[src/rtl/evq_pkg.sv]
// Shared register indices, control bit positions and writer states for the
// event queue engine. Assumes a 3-bit register index.
package evq_pkg;
    localparam logic [2:0] RA_CTRL    = 3'd0;
    localparam logic [2:0] RA_BASE_LO = 3'd1;
    localparam logic [2:0] RA_BASE_HI = 3'd2;
    localparam logic [2:0] RA_HEAD    = 3'd3;
    localparam logic [2:0] RA_TAIL    = 3'd4;
    localparam logic [2:0] RA_GATE    = 3'd5;
    localparam logic [2:0] RA_STATUS  = 3'd6;

    localparam int CTRL_QEN_BIT  = 0;
    localparam int CTRL_EVT_BIT  = 1;
    localparam int CTRL_OUT_BIT  = 11;
    localparam int STAT_PEND_LSB = 8;

    typedef enum logic {WR_IDLE, WR_BUSY} wr_state_e;
endpackage

[src/rtl/evq_regs.sv]
// Software-visible register file: control enables, ring base, interrupt gate
// bits, sticky overflow flag, head write strobe and the read mux.
// Assumes DATA_W-wide registers and a base address of two DATA_W halves.
module evq_regs
    import evq_pkg::*;
#(
    parameter int DATA_W     = 32,
    parameter int PTR_W      = 6,
    parameter int NUM_QUEUES = 6,
    localparam int BASE_W    = 2 * DATA_W
) (
    input  logic                  clk,
    input  logic                  rst_n,
    input  logic                  reg_wr_en,
    input  logic [2:0]            reg_addr,
    input  logic [DATA_W-1:0]     reg_wdata,
    input  logic [PTR_W-1:0]      head,
    input  logic [PTR_W-1:0]      tail,
    input  logic [PTR_W-1:0]      pending,
    input  logic                  ovf_set,
    output logic [DATA_W-1:0]     reg_rdata,
    output logic                  q_en,
    output logic                  evt_ie,
    output logic                  out_ie,
    output logic [BASE_W-1:0]     base,
    output logic [NUM_QUEUES-1:0] gate,
    output logic                  head_wr,
    output logic [PTR_W-1:0]      head_wdata,
    output logic                  overflow
);
    logic [DATA_W-1:0] base_lo;
    logic [DATA_W-1:0] base_hi;
    logic              wr_ctrl, wr_lo, wr_hi, wr_gate, wr_stat;

    // Decode the write strobe per register.
    always_comb begin
        wr_ctrl = reg_wr_en && (reg_addr == RA_CTRL);
        wr_lo   = reg_wr_en && (reg_addr == RA_BASE_LO);
        wr_hi   = reg_wr_en && (reg_addr == RA_BASE_HI);
        wr_gate = reg_wr_en && (reg_addr == RA_GATE);
        wr_stat = reg_wr_en && (reg_addr == RA_STATUS);
        head_wr = reg_wr_en && (reg_addr == RA_HEAD);
    end

    assign head_wdata = reg_wdata[PTR_W-1:0];
    assign base       = {base_hi, base_lo};

    // Control enables.
    always_ff @(posedge clk) begin
        if (!rst_n) begin
            q_en   <= 1'b0;
            evt_ie <= 1'b0;
            out_ie <= 1'b0;
        end else if (wr_ctrl) begin
            q_en   <= reg_wdata[CTRL_QEN_BIT];
            evt_ie <= reg_wdata[CTRL_EVT_BIT];
            out_ie <= reg_wdata[CTRL_OUT_BIT];
        end
    end

    // Ring base address halves.
    always_ff @(posedge clk) begin
        if (!rst_n) begin
            base_lo <= '0;
            base_hi <= '0;
        end else begin
            if (wr_lo) base_lo <= reg_wdata;
            if (wr_hi) base_hi <= reg_wdata;
        end
    end

    // Per-queue interrupt gate bits.
    always_ff @(posedge clk) begin
        if (!rst_n)       gate <= '0;
        else if (wr_gate) gate <= reg_wdata[NUM_QUEUES-1:0];
    end

    // Sticky overflow: a new drop wins over a clear in the same cycle.
    always_ff @(posedge clk) begin
        if (!rst_n)                     overflow <= 1'b0;
        else if (ovf_set)               overflow <= 1'b1;
        else if (wr_stat && reg_wdata[0]) overflow <= 1'b0;
    end

    // Read mux.
    always_comb begin
        reg_rdata = '0;
        unique case (reg_addr)
            RA_CTRL: begin
                reg_rdata[CTRL_QEN_BIT] = q_en;
                reg_rdata[CTRL_EVT_BIT] = evt_ie;
                reg_rdata[CTRL_OUT_BIT] = out_ie;
            end
            RA_BASE_LO: reg_rdata = base_lo;
            RA_BASE_HI: reg_rdata = base_hi;
            RA_HEAD:    reg_rdata[PTR_W-1:0] = head;
            RA_TAIL:    reg_rdata[PTR_W-1:0] = tail;
            RA_GATE:    reg_rdata[NUM_QUEUES-1:0] = gate;
            RA_STATUS: begin
                reg_rdata[0] = overflow;
                reg_rdata[STAT_PEND_LSB +: PTR_W] = pending;
            end
            default: reg_rdata = '0;
        endcase
    end
endmodule

[src/rtl/evq_ptrs.sv]
// Head and tail indices of the ring with occupancy flags. The head is set
// only by software, the tail only by an acknowledged write. Assumes the ring
// depth is 2**PTR_W so index arithmetic wraps naturally.
module evq_ptrs #(
    parameter int PTR_W = 6
) (
    input  logic             clk,
    input  logic             rst_n,
    input  logic             q_en,
    input  logic             head_wr,
    input  logic [PTR_W-1:0] head_wdata,
    input  logic             tail_adv,
    output logic [PTR_W-1:0] head,
    output logic [PTR_W-1:0] tail,
    output logic [PTR_W-1:0] pending,
    output logic             full,
    output logic             empty
);
    // Head index: cleared while disabled, loaded by software otherwise.
    always_ff @(posedge clk) begin
        if (!rst_n || !q_en) head <= '0;
        else if (head_wr)    head <= head_wdata;
    end

    // Tail index: cleared while disabled, stepped on each committed write.
    always_ff @(posedge clk) begin
        if (!rst_n || !q_en) tail <= '0;
        else if (tail_adv)   tail <= tail + 1'b1;
    end

    // Occupancy from modular index difference.
    always_comb begin
        pending = tail - head;
        empty   = (tail == head);
        full    = (PTR_W'(tail + 1'b1) == head);
    end
endmodule

[src/rtl/evq_writer.sv]
// Accepts one event at a time, drops it when the ring is full, otherwise
// issues a single memory write at the tail slot and holds it until the
// acknowledge. Assumes base and queue enable stay unchanged while busy.
module evq_writer
    import evq_pkg::*;
#(
    parameter int DATA_W = 32,
    parameter int PTR_W  = 6,
    parameter int ADDR_W = 64
) (
    input  logic              clk,
    input  logic              rst_n,
    input  logic              q_en,
    input  logic              event_valid,
    input  logic [DATA_W-1:0] event_data,
    input  logic              full,
    input  logic [PTR_W-1:0]  tail,
    input  logic [ADDR_W-1:0] base,
    input  logic              mem_wr_ack,
    output logic              event_ready,
    output logic              mem_wr_valid,
    output logic [ADDR_W-1:0] mem_wr_addr,
    output logic [DATA_W-1:0] mem_wr_data,
    output logic              tail_adv,
    output logic              ovf_set
);
    localparam int PAD_W = ADDR_W - PTR_W - 2;

    wr_state_e         state;
    logic              accept;
    logic [ADDR_W-1:0] slot_addr;

    // Handshake and slot address.
    always_comb begin
        event_ready  = q_en && (state == WR_IDLE);
        accept       = event_valid && event_ready;
        mem_wr_valid = (state == WR_BUSY);
        tail_adv     = mem_wr_valid && mem_wr_ack && q_en;
        ovf_set      = accept && full;
        slot_addr    = base + {{PAD_W{1'b0}}, tail, 2'b00};
    end

    // Write request state and captured address/data.
    always_ff @(posedge clk) begin
        if (!rst_n) begin
            state       <= WR_IDLE;
            mem_wr_addr <= '0;
            mem_wr_data <= '0;
        end else begin
            unique case (state)
                WR_IDLE: if (accept && !full) begin
                    state       <= WR_BUSY;
                    mem_wr_addr <= slot_addr;
                    mem_wr_data <= event_data;
                end
                WR_BUSY: if (mem_wr_ack) state <= WR_IDLE;
                default: state <= WR_IDLE;
            endcase
        end
    end
endmodule

[src/rtl/msi_evq_engine.sv]
// Top of the event queue engine: register file, ring indices, memory writer
// and interrupt generation. With GATE_EN set, the interrupt also needs the
// gate bit selected by QUEUE_ID.
module msi_evq_engine #(
    parameter int DATA_W     = 32,
    parameter int PTR_W      = 6,
    parameter int NUM_QUEUES = 6,
    parameter int QUEUE_ID   = 2,
    parameter bit GATE_EN    = 1'b1,
    localparam int ADDR_W    = 2 * DATA_W
) (
    input  logic              clk,
    input  logic              rst_n,
    input  logic              event_valid,
    input  logic [DATA_W-1:0] event_data,
    output logic              event_ready,
    output logic              mem_wr_valid,
    output logic [ADDR_W-1:0] mem_wr_addr,
    output logic [DATA_W-1:0] mem_wr_data,
    input  logic              mem_wr_ack,
    input  logic              reg_wr_en,
    input  logic [2:0]        reg_addr,
    input  logic [DATA_W-1:0] reg_wdata,
    output logic [DATA_W-1:0] reg_rdata,
    output logic              irq
);
    logic                  q_en, evt_ie, out_ie, overflow;
    logic [ADDR_W-1:0]     base;
    logic [NUM_QUEUES-1:0] gate;
    logic                  head_wr, tail_adv, ovf_set, full, empty, gate_ok;
    logic [PTR_W-1:0]      head_wdata, head, tail, pending;

    evq_regs #(.DATA_W(DATA_W), .PTR_W(PTR_W), .NUM_QUEUES(NUM_QUEUES)) u_regs (
        .clk(clk), .rst_n(rst_n), .reg_wr_en(reg_wr_en), .reg_addr(reg_addr),
        .reg_wdata(reg_wdata), .head(head), .tail(tail), .pending(pending),
        .ovf_set(ovf_set), .reg_rdata(reg_rdata), .q_en(q_en), .evt_ie(evt_ie),
        .out_ie(out_ie), .base(base), .gate(gate), .head_wr(head_wr),
        .head_wdata(head_wdata), .overflow(overflow)
    );

    evq_ptrs #(.PTR_W(PTR_W)) u_ptrs (
        .clk(clk), .rst_n(rst_n), .q_en(q_en), .head_wr(head_wr),
        .head_wdata(head_wdata), .tail_adv(tail_adv), .head(head), .tail(tail),
        .pending(pending), .full(full), .empty(empty)
    );

    evq_writer #(.DATA_W(DATA_W), .PTR_W(PTR_W), .ADDR_W(ADDR_W)) u_wr (
        .clk(clk), .rst_n(rst_n), .q_en(q_en), .event_valid(event_valid),
        .event_data(event_data), .full(full), .tail(tail), .base(base),
        .mem_wr_ack(mem_wr_ack), .event_ready(event_ready),
        .mem_wr_valid(mem_wr_valid), .mem_wr_addr(mem_wr_addr),
        .mem_wr_data(mem_wr_data), .tail_adv(tail_adv), .ovf_set(ovf_set)
    );

    // Optional per-queue gate on the interrupt.
    generate
        if (GATE_EN) begin : g_gate
            assign gate_ok = gate[QUEUE_ID];
        end else begin : g_nogate
            assign gate_ok = 1'b1;
        end
    endgenerate

    // Interrupt level while entries remain and all enables are set.
    always_comb irq = q_en && evt_ie && out_ie && gate_ok && !empty;
endmodule

[config.mk]
export PLATFORM = sky130hd
export DESIGN_NAME = msi_evq_engine
export DESIGN_NICKNAME = d
export VERILOG_FILES = /design/src/rtl/evq_pkg.sv /design/src/rtl/evq_regs.sv /design/src/rtl/evq_ptrs.sv /design/src/rtl/evq_writer.sv /design/src/rtl/msi_evq_engine.sv
export SDC_FILE = /design/constraint.sdc
export NUM_CORES = 1
export LEC_CHECK = 0
export ABC_AREA = 1
export BUFFER_PORTS_ARGS = -buffer_cell sky130_fd_sc_hd__buf_4
export CAP_MARGIN = 20
export CORE_ASPECT_RATIO = 1.25
export CORE_MARGIN = 2
export CORE_UTILIZATION = 47
export CTS_CLUSTER_DIAMETER = 200
export DETAILED_ROUTE_END_ITERATION = 6
export GPL_ROUTABILITY_DRIVEN = 0
export GPL_TIMING_DRIVEN = 1
export PLACE_DENSITY = 0.68
export SLEW_MARGIN = 20
export SYNTH_ARGS = -nofsm -noshare
export SYNTH_HDL_FRONTEND = slang
export SYNTH_SLANG_ARGS = --single-unit
[constraint.sdc]
create_clock -name clk -period 3.6 [get_ports clk]
set_clock_uncertainty 0.2 [all_clocks]
set_input_delay 0.36 -clock clk [delete_from_list [all_inputs] [get_ports clk]]
set_output_delay 0.36 -clock clk [all_outputs]
set_load 0.01 [all_outputs]
==> qor.csv <==
stage,metric,value,unit
outcome,status,finished with violations,
outcome,violated checks,hold timing,
logic_synthesis,sequential fraction of the synthesis area,0.3604,
cells_and_area,share of cells above drive strength 1,0.1397,
die,Rows,60,
power,VDD IR max,0.0003531,V
logic_synthesis,syn nets,1729,
logic_synthesis,post-synth cell types,38,
drt,drt first-iter violations,1147,
drt,total number of vias,11270,
placed_design,Detailed Place HPWL,26580,µm
worst_setup_path,Max stage delay on crit path,0.38,ns
clock_tree,CTS resizes,0,
logic_synthesis,Syn Std Cell Area,10170,µm²
logic_synthesis,Synth area leaders,"dfxtp_1 (36%), nand2_1 (17%), nor2_1 (12%)",
worst_setup_path,CP max-delay cell,fa_1,
drt,Via density,5.334,
clock_tree,Clock Tree Buf Depth,2,
worst_hold_path,Hold Path Origin,reg_wdata[19],
logic_synthesis,dominant cell type by area after synthesis,dfxtp_1,
cells_and_area,Final nets,1907,
drt,Residual DRC,0,
cells_and_area,"most common cell after layout, fill and taps aside",nand2_1,
timing,Fin Hold WS,-0.003059,ns
timing,max-slew violations,0,
clock_tree,Sink Count,183,
timing,final hold violation count,1,
clock_tree,Clock Tree Root,clkbuf_16,
drt,drt first pass iters,7,
worst_setup_path,CP Capture Type,output port,
logic_synthesis,#FFs+latches synth,183,
worst_setup_path,flop-to-flop setup slack,0.73,ns
grt,GRT Total Usage,0.3048,
timing,Final Setup Violations,0,
worst_hold_path,hold crit path type,in -> reg,
die,Initial Utilization,0.4751,
grt,first-pass GRT wire length,53860,µm
worst_hold_path,WHS Endpoint,u_regs.base_lo[19],
drt,routed len/inst,16.74,µm
drt,WL final,35360,µm
timing,fmax,0.3417,GHz
cells_and_area,Inserted Diodes,0,
timing,slew margin rel.,0.2852,
worst_setup_path,CP Data Required Time,3.04,ns
logic_synthesis,asr flop ratio synth,0,
die,io pins,203,
timing,min Tclk post-route,2.927,ns
worst_setup_path,R2R cell count,12,
clock_tree,CTS tree,done,
clock_tree,# H-tree levels,4,
worst_setup_path,reg-to-reg startpoint,u_ptrs.tail[1],
worst_hold_path,hold depth,3,
clock_tree,Num CTS Buffers,17,
worst_setup_path,"Critical Path, Cell by Cell","inv_1, ha_1, inv_1, fa_1, nand2_1, nand2_1, a21oi_1, xor2_1, o221ai_1, buf_4",
placed_design,I/O Buffers,202,
die,core box area,21400,µm²
cells_and_area,Synth-to-Final Area Change,22.81,%
worst_setup_path,CP Launch Type,flip-flop,
timing,TNS Setup,0,ns
timing,worst-margin pin slew,1.072,ns
clock_tree,Worst-path clk slew,0.07,ns
worst_setup_path,critical path type,reg -> out,
timing,Final period util,0.8130,
clock_tree,clock latency on the worst-skew pair,0.45,ns
timing,unrepaired setup endpoints after global routing,false,
die,Die Width,135.5,µm
logic_synthesis,total number of yosys warnings,0,
die,Die ar.,22830,µm²
die,die height,168.4,µm
power,Leakage,5.570,nW
logic_synthesis,syn_area_per_cell,6.191,µm²
grt,antenna violations before repair,0,
run,max-cap check violation count,0,
grt,vias in the first global route,10210,
logic_synthesis,Post-synth EDFFs,0,
cells_and_area,most frequent cells in the layout,"nand2_1 (460), nor2_1 (328), buf_4 (214), dfxtp_1 (183), inv_1 (173)",
worst_setup_path,CP Data Arrival Time,2.37,ns
grt,Overflow after GRT,0,
logic_synthesis,ys flop type,dfxtp_1,
logic_synthesis,Cells after Synth,1642,
worst_setup_path,R2R Path End,u_wr.mem_wr_addr[43],
worst_setup_path,Crit Path Max Fanout,5,
drt,antenna-violating nets left,0,
logic_synthesis,post-synth top area share,0.3604,
power,power density over cell area,351.3,nW/µm²
grt,largest net degree at the start of global routing,74,
[where the power goes]
| group | internal [mW] | switching, mW |
|---|---|---|
| clock | 0.986 | 0.917 |
| combinational | 0.153 | 0.214 |
| sequential | 2.07 | 0.0477 |
| total | 3.21 | 1.18 |
[registers in the layout, summed over array words and instances (netlist names)]
signal	count
u_wr.mem_wr_addr	64
u_regs.base_hi	32
u_regs.base_lo	32
u_wr.mem_wr_data	32
u_ptrs.head	6
u_ptrs.tail	6
u_regs.gate	6
u_regs.evt_ie	1
u_regs.out_ie	1
u_regs.overflow	1
u_regs.q_en	1
u_wr.mem_wr_valid	1
[worst max-delay path, delay by kind of cell, from the launching register on]
kind / cells / cell delay [ns]
adders and majority gates: 2 / 0.55
buffers and inverters: 3 / 0.39
DFF: 1 / 0.37
AOI/OAI and AO/OA: 2 / 0.28
xor gates and xnor gates: 1 / 0.18
and+or+nand+nor: 2 / 0.15
[cell families after synthesis]
logic type / share of synthesized area
compound gates: 0.1182
xor+xnor: 0.01465
fa+ha+maj: 0.01994
buf+inv: 0.09772
flops: 0.3604
simple gates: 0.3892
[cell type report]
cell class	instances	area (µm²)
fill	2159	8911
multi-input combinational	1216	5510
sequential	183	3664
timing repair buffer	224	1707
inverter	178	668.1
clock buffer	17	425.4
tap	279	349.1
clock inverter	15	161.4
[stage by stage]
step / util / setup WS, ns / instances / instance area (µm²) / power, mW
after floorplan: - / 1.402 / 1642 / 10170 / 2.334
after global placement: 0.5514 / 0.8458 / 2070 / 11800 / 2.512
after detailed placement: 0.5514 / 0.8290 / 2070 / 11800 / 2.514
after CTS: 0.5830 / 0.7158 / 2111 / 12470 / 4.392
after global routing: 0.5835 / 0.4874 / 2112 / 12480 / 4.526
final: 0.5835 / 0.6732 / 2112 / 12480 / 4.386
[cells in the mapped netlist, types with 3 or more instances]
library cell and n:
o221ai_1 4, o22ai_1 23, o21ai_0 91, ha_1 13, nand3b_1 37, a221oi_1 4
o21ai_1 5, a21oi_1 89, buf_1 6, buf_6 8, nor2_1 328, nand2_1 460
clkbuf_1 36, xor2_1 13, buf_2 14, dfxtp_1 183, xnor2_1 4, inv_1 173
nand3_1 101, nand4_1 20, inv_2 3, and2_1 5
[metal layers]
layer,vias up,part of all wire,global-route usage
met5,-,0,0
met4,0,0.044,0.1504
met3,91,0.086,0.05239
met2,544,0.46,0.4914
met1,5065,0.41,0.3920
li1,5565,-,-
[worst max-delay path by stage]
| stage | start | end | slack [ns] | cells past startpoint |
|---|---|---|---|---|
| global placement | u_ptrs.tail[0] | u_wr.mem_wr_addr[26] | 0.85 | 13 |
| CTS | u_ptrs.tail[0] | reg_rdata[12] | 0.72 | 10 |
| finish | u_ptrs.tail[0] | reg_rdata[12] | 0.67 | 10 |
| floorplan | u_ptrs.tail[0] | u_wr.mem_wr_addr[32] | 1.40 | 12 |
| detailed placement | u_ptrs.tail[1] | u_wr.mem_wr_addr[43] | 0.83 | 12 |
| global route | u_ptrs.tail[1] | u_wr.mem_wr_addr[60] | 0.49 | 12 |
[what timing repair did]
action,CTS,global route
buffers inserted,0,0
hold buffers,9,1
endpoints found under the hold margin,9,1
(Power assumes the default switching activity.)
